[src/rtl/pwm_fifo_pkg.sv]
package pwm_fifo_pkg;

    localparam int BUS_W = 32;
    localparam int CNT_W = 16;
    localparam int PRE_W = 12;
    localparam int REP_W = 2;
    localparam int SRC_W = 2;

    // register offsets
    localparam logic [7:0] OFS_CTRL   = 8'h00;
    localparam logic [7:0] OFS_STAT   = 8'h04;
    localparam logic [7:0] OFS_SAMPLE = 8'h0C;
    localparam logic [7:0] OFS_PERIOD = 8'h10;

    // control word bit positions
    localparam int CB_EN      = 0;
    localparam int CB_REP_LO  = 1;
    localparam int CB_SRST    = 3;
    localparam int CB_PRE_LO  = 4;
    localparam int CB_SRC_LO  = 16;
    localparam int CB_MODE_LO = 18;

    // status word bit positions
    localparam int SB_LVL_LO = 0;
    localparam int SB_EMPTY  = 3;
    localparam int SB_ROV    = 4;
    localparam int SB_CMP    = 5;
    localparam int SB_WERR   = 6;

    localparam logic [CNT_W-1:0] PERIOD_RESET = 16'hFFFE;

    typedef enum logic [1:0] {
        MODE_NORMAL  = 2'd0,
        MODE_INVERT  = 2'd1,
        MODE_OFF     = 2'd2,
        MODE_OFF_ALT = 2'd3
    } out_mode_e;

    typedef struct packed {
        out_mode_e        mode;
        logic [SRC_W-1:0] src;
        logic [PRE_W-1:0] pre;
        logic [REP_W-1:0] rep;
        logic             en;
    } ctrl_t;

    typedef struct packed {
        logic rov;
        logic cmp;
    } core_evt_t;

    // the all-ones period code behaves like the code just below it
    function automatic logic [CNT_W-1:0] sat_period(input logic [CNT_W-1:0] raw);
        return (raw == '1) ? raw - 1'b1 : raw;
    endfunction

    // last index of the repeat counter for a repeat code: 1, 2, 4 or 8 periods
    function automatic logic [3:0] rep_last(input logic [REP_W-1:0] code);
        return (4'd1 << code) - 4'd1;
    endfunction

    function automatic logic [BUS_W-1:0] pack_ctrl(input ctrl_t c, input logic busy);
        logic [BUS_W-1:0] w;
        w = '0;
        w[CB_EN]                   = c.en;
        w[CB_REP_LO +: REP_W]      = c.rep;
        w[CB_SRST]                 = busy;
        w[CB_PRE_LO +: PRE_W]      = c.pre;
        w[CB_SRC_LO +: SRC_W]      = c.src;
        w[CB_MODE_LO +: 2]         = c.mode;
        return w;
    endfunction

    function automatic ctrl_t unpack_ctrl(input logic [BUS_W-1:0] w);
        ctrl_t c;
        c.en   = w[CB_EN];
        c.rep  = w[CB_REP_LO +: REP_W];
        c.pre  = w[CB_PRE_LO +: PRE_W];
        c.src  = w[CB_SRC_LO +: SRC_W];
        c.mode = out_mode_e'(w[CB_MODE_LO +: 2]);
        return c;
    endfunction

endpackage

[src/rtl/pwm_prescale.sv]
module pwm_prescale #(
    parameter int PRE_W = 12
) (
    input  logic             clk,
    input  logic             rst,
    input  logic             clr,
    input  logic             run,
    input  logic             src_tick,
    input  logic [PRE_W-1:0] div,
    output logic             tick
);
    logic [PRE_W-1:0] pcnt;
    logic             at_div;

    assign at_div = (pcnt >= div);
    assign tick   = run && src_tick && at_div;

    always_ff @(posedge clk) begin
        if (rst || clr) begin
            pcnt <= '0;
        end else if (run && src_tick) begin
            pcnt <= at_div ? '0 : pcnt + 1'b1;
        end
    end
endmodule

[src/rtl/pwm_sample_fifo.sv]
module pwm_sample_fifo #(
    parameter int DEPTH = 4,
    parameter int W     = 16
) (
    input  logic                       clk,
    input  logic                       rst,
    input  logic                       flush,
    input  logic                       push,
    input  logic [W-1:0]               wdata,
    input  logic                       pop,
    output logic [W-1:0]               head,
    output logic [$clog2(DEPTH+1)-1:0] level,
    output logic                       full,
    output logic                       empty
);
    localparam int PTR_W = (DEPTH > 1) ? $clog2(DEPTH) : 1;
    localparam int LVL_W = $clog2(DEPTH + 1);
    localparam logic [PTR_W-1:0] LAST_PTR = PTR_W'(DEPTH - 1);

    logic [W-1:0]     mem [DEPTH];
    logic [PTR_W-1:0] wp, rp;
    logic             do_push, do_pop;

    assign full    = (level == LVL_W'(DEPTH));
    assign empty   = (level == '0);
    assign do_push = push && !full;
    assign do_pop  = pop && !empty;
    assign head    = mem[rp];

    always_ff @(posedge clk) begin
        if (do_push && !flush) begin
            mem[wp] <= wdata;
        end
    end

    always_ff @(posedge clk) begin
        if (rst || flush) begin
            wp    <= '0;
            rp    <= '0;
            level <= '0;
        end else begin
            if (do_push) begin
                wp <= (wp == LAST_PTR) ? '0 : wp + 1'b1;
            end
            if (do_pop) begin
                rp <= (rp == LAST_PTR) ? '0 : rp + 1'b1;
            end
            case ({do_push, do_pop})
                2'b10:   level <= level + 1'b1;
                2'b01:   level <= level - 1'b1;
                default: level <= level;
            endcase
        end
    end
endmodule

[src/rtl/pwm_period_core.sv]
module pwm_period_core
    import pwm_fifo_pkg::*;
#(
    parameter int W = CNT_W
) (
    input  logic             clk,
    input  logic             rst,
    input  logic             clr,
    input  logic             en,
    input  logic             start,
    input  logic             tick,
    input  logic [W-1:0]     period_raw,
    input  logic [REP_W-1:0] rep_code,
    input  logic             fifo_empty,
    input  logic [W-1:0]     fifo_head,
    output logic             pop,
    output logic             wrap,
    output logic [W-1:0]     active,
    output logic [W-1:0]     cnt,
    output core_evt_t        evt,
    output logic             raw_out
);
    logic [W-1:0] term;
    logic [W-1:0] cnt_nxt;
    logic [3:0]   rep_cnt;
    logic         rep_done;
    logic         load;

    assign term     = sat_period(period_raw) + 1'b1;
    assign wrap     = tick && (cnt >= term);
    assign cnt_nxt  = wrap ? '0 : cnt + 1'b1;
    assign rep_done = (rep_cnt >= rep_last(rep_code));
    assign load     = start || (wrap && rep_done);
    assign pop      = load && !fifo_empty;

    assign evt.rov  = wrap;
    assign evt.cmp  = tick && (active != '0) && (cnt_nxt == active);
    assign raw_out  = en && (cnt < active);

    always_ff @(posedge clk) begin
        if (rst || clr) begin
            cnt     <= '0;
            rep_cnt <= '0;
            active  <= '0;
        end else begin
            if (!en || start) begin
                cnt     <= '0;
                rep_cnt <= '0;
            end else if (tick) begin
                cnt <= cnt_nxt;
                if (wrap) begin
                    rep_cnt <= rep_done ? 4'd0 : rep_cnt + 4'd1;
                end
            end
            if (pop) begin
                active <= fifo_head;
            end
        end
    end
endmodule

[src/rtl/pwm_fifo_gen.sv]
module pwm_fifo_gen
    import pwm_fifo_pkg::*;
#(
    parameter int FIFO_DEPTH  = 4,
    parameter int SRST_CYCLES = 4,
    parameter int ADDR_W      = 8,
    parameter int NUM_SRC     = 3
) (
    input  logic              clk,
    input  logic              rst,
    input  logic              wr_en,
    input  logic [ADDR_W-1:0] addr,
    input  logic [BUS_W-1:0]  wdata,
    output logic [BUS_W-1:0]  rdata,
    input  logic [NUM_SRC-1:0] src_tick,
    output logic              pwm_out
);
    localparam int LVL_W  = $clog2(FIFO_DEPTH + 1);
    localparam int SRST_W = $clog2(SRST_CYCLES + 1);

    ctrl_t             ctrl_q;
    logic [CNT_W-1:0]  period_q;
    logic              rov_q, cmp_q, werr_q;
    logic              busy;
    logic [SRST_W-1:0] srst_cnt;
    logic              en_d;

    logic wr_ctrl, wr_stat, wr_sample, wr_period;
    logic core_en, start, run, sel_tick, tick;

    logic [CNT_W-1:0] fifo_head;
    logic [LVL_W-1:0] fifo_level;
    logic             fifo_full, fifo_empty;
    logic             pop, wrap, raw_out;
    logic [CNT_W-1:0] active, cnt;
    core_evt_t        evt;

    // ---------------- register decode ----------------
    assign wr_ctrl   = wr_en && !busy && (addr == ADDR_W'(OFS_CTRL));
    assign wr_stat   = wr_en && !busy && (addr == ADDR_W'(OFS_STAT));
    assign wr_sample = wr_en && !busy && (addr == ADDR_W'(OFS_SAMPLE));
    assign wr_period = wr_en && !busy && (addr == ADDR_W'(OFS_PERIOD));

    always_ff @(posedge clk) begin
        if (rst) begin
            ctrl_q   <= '0;
            period_q <= PERIOD_RESET;
            busy     <= 1'b0;
            srst_cnt <= '0;
        end else if (busy) begin
            ctrl_q   <= '0;
            period_q <= PERIOD_RESET;
            if (srst_cnt == '0) begin
                busy <= 1'b0;
            end else begin
                srst_cnt <= srst_cnt - 1'b1;
            end
        end else begin
            if (wr_ctrl) begin
                if (wdata[CB_SRST]) begin
                    busy     <= 1'b1;
                    srst_cnt <= SRST_W'(SRST_CYCLES - 1);
                end else begin
                    ctrl_q <= unpack_ctrl(wdata);
                end
            end
            if (wr_period) begin
                period_q <= wdata[CNT_W-1:0];
            end
        end
    end

    // sticky flags, set has priority over clear
    always_ff @(posedge clk) begin
        if (rst || busy) begin
            rov_q  <= 1'b0;
            cmp_q  <= 1'b0;
            werr_q <= 1'b0;
            en_d   <= 1'b0;
        end else begin
            en_d   <= ctrl_q.en;
            rov_q  <= evt.rov | (rov_q & ~(wr_stat & wdata[SB_ROV]));
            cmp_q  <= evt.cmp | (cmp_q & ~(wr_stat & wdata[SB_CMP]));
            werr_q <= (wr_sample & fifo_full) | (werr_q & ~(wr_stat & wdata[SB_WERR]));
        end
    end

    // ---------------- tick source selection ----------------
    always_comb begin
        sel_tick = 1'b0;
        for (int s = 1; s <= NUM_SRC; s++) begin
            if (int'(ctrl_q.src) == s) begin
                sel_tick = src_tick[s-1];
            end
        end
    end

    assign core_en = ctrl_q.en && !busy;
    assign start   = core_en && !en_d;
    assign run     = core_en && en_d && (ctrl_q.src != '0);

    pwm_prescale #(
        .PRE_W (PRE_W)
    ) u_pre (
        .clk      (clk),
        .rst      (rst),
        .clr      (!core_en),
        .run      (run),
        .src_tick (sel_tick),
        .div      (ctrl_q.pre),
        .tick     (tick)
    );

    pwm_sample_fifo #(
        .DEPTH (FIFO_DEPTH),
        .W     (CNT_W)
    ) u_fifo (
        .clk   (clk),
        .rst   (rst),
        .flush (busy),
        .push  (wr_sample),
        .wdata (wdata[CNT_W-1:0]),
        .pop   (pop),
        .head  (fifo_head),
        .level (fifo_level),
        .full  (fifo_full),
        .empty (fifo_empty)
    );

    pwm_period_core #(
        .W (CNT_W)
    ) u_core (
        .clk        (clk),
        .rst        (rst),
        .clr        (busy),
        .en         (core_en),
        .start      (start),
        .tick       (tick),
        .period_raw (period_q),
        .rep_code   (ctrl_q.rep),
        .fifo_empty (fifo_empty),
        .fifo_head  (fifo_head),
        .pop        (pop),
        .wrap       (wrap),
        .active     (active),
        .cnt        (cnt),
        .evt        (evt),
        .raw_out    (raw_out)
    );

    // ---------------- output stage ----------------
    always_comb begin
        unique case (ctrl_q.mode)
            MODE_NORMAL: pwm_out = raw_out;
            MODE_INVERT: pwm_out = !raw_out;
            default:     pwm_out = 1'b0;
        endcase
    end

    // ---------------- read mux ----------------
    always_comb begin
        rdata = '0;
        if (addr == ADDR_W'(OFS_CTRL)) begin
            rdata = pack_ctrl(ctrl_q, busy);
        end else if (addr == ADDR_W'(OFS_STAT)) begin
            rdata[SB_LVL_LO +: LVL_W] = fifo_level;
            rdata[SB_EMPTY]           = fifo_empty;
            rdata[SB_ROV]             = rov_q;
            rdata[SB_CMP]             = cmp_q;
            rdata[SB_WERR]            = werr_q;
        end else if (addr == ADDR_W'(OFS_SAMPLE)) begin
            rdata[CNT_W-1:0] = active;
        end else if (addr == ADDR_W'(OFS_PERIOD)) begin
            rdata[CNT_W-1:0] = period_q;
        end
    end
endmodule

[config.mk]
export PLATFORM = sky130hd
export DESIGN_NAME = pwm_fifo_gen
export DESIGN_NICKNAME = d
export VERILOG_FILES = /design/src/rtl/pwm_fifo_pkg.sv /design/src/rtl/pwm_prescale.sv /design/src/rtl/pwm_sample_fifo.sv /design/src/rtl/pwm_period_core.sv /design/src/rtl/pwm_fifo_gen.sv
export SDC_FILE = /design/constraint.sdc
export NUM_CORES = 1
export LEC_CHECK = 0
export ABC_AREA = 1
export BUFFER_PORTS_ARGS = -buffer_cell sky130_fd_sc_hd__buf_2
export CAP_MARGIN = 30
export CORE_ASPECT_RATIO = 0.75
export CORE_MARGIN = 10
export CORE_UTILIZATION = 45
export CTS_BUF_LIST = sky130_fd_sc_hd__clkbuf_4 sky130_fd_sc_hd__clkbuf_8 sky130_fd_sc_hd__clkbuf_16
export CTS_CLUSTER_SIZE = 30
export DETAILED_ROUTE_END_ITERATION = 7
export PLACE_DENSITY_LB_ADDON = 0.2
export SYNTH_ARGS = -nofsm -noshare
export SYNTH_HDL_FRONTEND = slang
export SYNTH_SLANG_ARGS = --single-unit
[constraint.sdc]
create_clock -name clk -period 13.14 [get_ports clk]
set_input_delay 1.971 -clock clk [delete_from_list [all_inputs] [get_ports clk]]
set_output_delay 1.971 -clock clk [all_outputs]
set_load 0.05 [all_outputs]
-- Word level (Yosys, flattened, before mapping)
Memory sizes are Yosys's and may differ from the RTL's. A register that Yosys moved wholly into a read port is not among the register bits.
Cells that the tools add are included.
- bits in registers: 82
- RAM bits: 64
- output and inout bits: 33
- memories kept: 1
- add/sub/neg operators: 11
- magnitude comparators: 4
- equality and inequality tests: 15
- shifts and indexed selects: 1
- multiplexer cells: 27
- bitwise operators: 14
- reduce and logical (&&, ||, !) cells: 44
- memories (name ; words ; bits a word ; read ports ; clocked after memory_dff ; write ports ; line ; text):
    u_fifo.mem ; 4 ; 16 ; 1 ; 1 ; 1 ; pwm_sample_fifo.sv:20 ; logic [W-1:0] mem [DEPTH];
- operator list (operator ; count):
    $mux W16 ; 5
    $add A16 B1 Y16 const B ; 2
    $logic_and A1 B1 Y1 ; 20
    $eq A16 B16 Y1 ; 1
    $eq A16 B16 Y1 const B ; 1
    $ge A16 B16 Y1 ; 1
    $lt A16 B16 Y1 ; 1
    $reduce_bool A16 Y1 ; 1
    $sub A16 B1 Y16 const B ; 1
    $add A12 B1 Y12 const B ; 1
    $ge A12 B12 Y1 ; 1
    $mux W12 ; 1
    $mux W3 ; 4
    $eq A2 B2 Y1 const B ; 5
    $mux W1 ; 9
    $mux W9 ; 1
    $eq A8 B3 Y1 const B ; 1
    $eq A8 B4 Y1 const B ; 1
    $eq A8 B5 Y1 const B ; 1
    $logic_not A8 Y1 ; 1
    $mux W4 ; 2
    $reduce_bool A2 Y1 ; 4
    $and A1 B1 Y1 ; 7
    $mux W7 ; 1
    other kinds (22) ; 43

-- Logic depth before layout (Yosys ltp)
- word-level depth: 13
- mapped depth: 35

-- Modules after synthesis
From an unflattened synthesis, not the netlist that was laid out.
- cells, all modules: 1202
- area total of the unflattened synthesis: 9257.6 um^2
- by module, submodules not included (module ; instances ; cells an instance ; area each (um^2)):
    pwm_period_core ; 1 ; 478 ; 3158.0
    pwm_sample_fifo ; 1 ; 227 ; 2866.5
    pwm_fifo_gen ; 1 ; 356 ; 2319.7
    pwm_prescale ; 1 ; 141 ; 913.4

-- Worst setup path before layout
Ideal clock, no wire load.
- path type: input to output
- from: input port addr[5]
- to: output port rdata[10]
- data arrival time: 3.928 ns
- slack: 7.241 ns
- stages: 8
- path buffers: 1
- path through: nor3_1 > inv_1 > nor2_1 > nand2_1 > nor2_1 > inv_1 > clkbuf_1 > o21ai_0
- longest elaborated chain between the ends: 5
- elaborated cells on any way between the ends: 8
- those cells by class: 3 x eq/ne; 4 x mux; 1 x reduce/logical
- RTL lines (what ; line ; text):
    start: declaration ; pwm_fifo_gen.sv:12 ; input logic [ADDR_W-1:0] addr,
    $eq A8 B5 Y1 ; pwm_fifo_gen.sv:173 ; end else if (addr == ADDR_W'(OFS_PERIOD)) begin
    $mux W16 ; pwm_fifo_gen.sv:173 ;
    $mux W16 ; pwm_fifo_gen.sv:171 ; end else if (addr == ADDR_W'(OFS_SAMPLE)) begin
    $mux W9 ; pwm_fifo_gen.sv:165 ; end else if (addr == ADDR_W'(OFS_STAT)) begin
    $mux W16 (*) ; pwm_fifo_gen.sv:163 ; if (addr == ADDR_W'(OFS_CTRL)) begin
    end: declaration ; pwm_fifo_gen.sv:14 ; output logic [BUS_W-1:0] rdata,
Every way passes the cells marked *; elsewhere a longest branch is shown, timed or not.

-- Final worst setup path
- from: input port addr[1]
- to: output port rdata[1]
- longest elaborated chain between the ends: 5
- elaborated cells on any way between the ends: 8
- those cells by class: 3 x eq/ne; 4 x mux; 1 x reduce/logical
- RTL lines (what ; line):
    $eq A8 B5 Y1 ; pwm_fifo_gen.sv:173
    $mux W16 ; pwm_fifo_gen.sv:173
    $mux W16 ; pwm_fifo_gen.sv:171
    $mux W7 ; pwm_fifo_gen.sv:165
    $mux W16 (*) ; pwm_fifo_gen.sv:163
Marked as above.

==> flow_metrics.tcl <==
set metrics [dict create \
    core_area_um2 19400 \
    antennaDiodeCount 0 \
    place_area_um2 9490 \
    grt_pass1_vias 7192 \
    fin_crit_ps 6420 \
    p_seq_frac 0.491 \
    peakVddDrop_uv 78.1 \
    setup_slack_ps 6720 \
    fillers 1845 \
    grt_max_degree 57 \
    io_buffers 54 \
    postLayoutCoreUtil 0.519 \
    crit_path_max_fanout 14 \
    min_to "srst_cnt[2]" \
    crit_chain "buf_2 > nor2_1 > inv_1 > nor2_1 > nand2_1 > nor2_1 > inv_1 > o211ai_1 > o211ai_1 > o21ai_0 > buf_2" \
    syn_avg_cell_area_um2 8.01 \
    ys.flop_type "dfxtp_1" \
    ys_seq_area_frac 0.435 \
    syn_inst 1116 \
    clk_latency_ps 450 \
    startpoint "addr[1]" \
    pwr_density_cell_nw_per_um2 105 \
    clock_sinks 162 \
    tightest_slew_ps 729 \
    post_cts_buffers 0 \
    finClkSkew_ps 21.3 \
    drt_wl_total_mm 25.3 \
    vias_per_cell 5.40 \
    stdcell_area_um2 10100 \
    hold_viol 0 \
    slew_violations 0 \
    antenna_found_initial 0 \
    gr-total-overflow 0 \
    p_int_uw 787 \
    ys_types 47 \
    p_total_mw 1.06 \
    maxCapViolations 0 \
    htreeDepth 4 \
    rows 44 \
    initial_core_util 0.460 \
    drt-pass1-iter-count 5 \
    power_frac_clock 0.477 \
    hp-class "flip-flop to flip-flop" \
    rr_endpoint "u_fifo.level[2]" \
    pin_count 79 \
    min-delay-start "srst_cnt[2]" \
    grt_setup_unrepaired "no" \
    period_share 0.489 \
    cts_resized 0 \
    holdPathStages 2 \
    cp.buffers_inverters 4 \
    crit_arrival_ps 4450 \
    synth-edff-count 64 \
    yosysWarningCount 0 \
    synthArstFlopShare 0 \
    start_kind "primary input" \
    area_growth_syn_to_layout_pct 12.9 \
    cp_common_cell "nor2_1" \
    setup.reg_to_reg.worst_slack_ps 7670 \
    grt_pass1_wl_mm 39.5 \
    worstPathRequired_ps 11170 \
    p_leak_nw 4.45 \
    dieArea_um2 26000 \
    cts_tree "built" \
    drive_gt1_frac 0.0996 \
    place.gp.congestion 0.961 \
    ys_seq_elements 162 \
    place_inst 1396 \
    sw_frac_of_total 0.259 \
    drt_iter0_markers 838 \
    vias 7715 \
    clockBufferDepth 2 \
    crit_path_top_delay_cell "nor2_1" \
    cts_root_buf "clkbuf_16" \
    die_height_um 142 \
    crit_type "primary input to output port" \
    pwr-share-comb 0.032 \
    die_w_um 183 \
    pre_cts_ws_ps 6900 \
    routedWlPerCell_um 17.7 \
    switching_power_uw 275 \
    setup_violations 0 \
    end_kind "output port" \
    r2r-start "period_q[6]" \
    dp_hpwl_mm 18.8 \
    cp_top_family "simple AND/OR/NAND/NOR gates" \
    relSlewSlack 0.513 \
    drc_errors 0 \
    grt_usage 0.195 \
    clk_pin_slew_worst_paths_ps 80 \
    whs_ps 475 \
    setup_tns_ps 0 \
    cpPeakStageDelay_ps 430 \
    ant_nets 0 \
    status "complete, no violations" \
    fin_cells 1428 \
    timing.fmax_mhz 156 \
    cts_buffers 17 \
    layout.nets 1269 \
    syn_area_um2 8940 \
    ctsHoldBuffers 0 \
    reg2reg_depth 32 \
]
## power groups by stage
stage	Sequential, mW	Clock [mW]	Combinational, mW
2_1_floorplan	0.533	0	0.0196
3_3_place_gp	0.533	0	0.0329
3_5_place_dp	0.533	0	0.0330
4_1_cts	0.521	0.512	0.0332
5_1_grt	0.521	0.530	0.0359
6_report	0.521	0.507	0.0337
## worst max path at each step
stage,endpoint,slack [ps],cells past startpoint
4_1_cts,rdata[1],6860,11
6_report,rdata[1],6720,11
3_3_place_gp,rdata[1],6540,9
3_5_place_dp,rdata[1],6900,11
2_1_floorplan,rdata[10],7240,8
5_1_grt,rdata[1],6600,11
## Yosys cell counts (2+ instances only)
cell type  instances  share of area
a21oi_1           90          0.050
a31o_2             2         0.0020
a31oi_1            3         0.0021
a32oi_1           16          0.016
buf_1              4         0.0017
buf_2              6         0.0034
buf_4             12          0.010
clkbuf_1          31          0.013
dfxtp_1           98           0.22
edfxtp_1          64           0.22
ha_1              60          0.084
inv_1            145          0.061
inv_2              2        0.00084
nand2_1          244           0.10
nand2_4            2         0.0025
nand3_1           44          0.025
nand4_1           10         0.0070
nor2_1            77          0.032
nor2_2             2         0.0014
nor3_1            19          0.011
nor3b_1            2         0.0017
nor4_1             3         0.0021
nor4_2             2         0.0028
o211ai_1          41          0.034
o21ai_0           82          0.046
o21ai_1            3         0.0017
xnor2_1            7         0.0069
xor2_1            26          0.025
## registers in the layout, summed over array words and instances, names as in the netlist, 2 cells and up
| signal | flops |
|---|---|
| srst_cnt | 3 |
| u_core.active | 16 |
| u_fifo.rp | 2 |
| u_core.cnt | 16 |
| u_fifo.wp | 2 |
| u_fifo.mem | 64 |
| u_core.rep_cnt | 4 |
| ctrl_q | 19 |
| u_pre.pcnt | 12 |
| u_fifo.level | 3 |
| period_q | 16 |
## per-layer routing
metal / vias up / track usage / wire (um)
li1: 3831 / - / -
met5: - / 0 / 0
met3: 29 / 0.0516 / 2080
met4: 0 / 0.0513 / 368
met2: 278 / 0.280 / 10600
met1: 3577 / 0.281 / 12200
## layout by cell type (no fill, tap or decap), types with 6 or more instances in the layout
cell type,synthesis,routed
nand3_1,44,44
buf_4,12,10
buf_2,6,54
a21oi_1,90,90
xor2_1,26,26
inv_8,0,6
dfxtp_1,98,98
nor2_1,77,76
edfxtp_1,64,64
nand4_1,10,10
o21ai_0,82,82
clkbuf_16,0,17
inv_1,145,145
conb_1,1,12
nand2_1,244,244
ha_1,60,60
nor3_1,19,19
xnor2_1,7,7
a32oi_1,16,16
o211ai_1,41,41
## cell type report
type                    count  area [um^2]  share of cell area
clock inverters            15          175              0.0174
multi-input cells         764         4290               0.425
well taps                 253          317              0.0314
inverters                 148          556              0.0550
clock buffers              17          425              0.0422
repair buffers             69          442              0.0438
flip-flops and latches    162         3880               0.385
## worst min-delay path, cell delays in order (launching register included)
cell,delay (ps)
dfxtp_1,320
nand2_1,60
a21oi_1,50
## kinds of logic after synthesis
| kind of cell | Yosys count | synth area share |
|---|---|---|
| xor+xnor | 34 | 0.0342 |
| buf+inv | 201 | 0.0903 |
| compound gates | 246 | 0.161 |
| flops | 162 | 0.435 |
| fa+ha+maj | 61 | 0.0863 |
| other cells | 1 | 0.000420 |
| simple gates | 411 | 0.194 |
(Power assumes the default switching activity.)
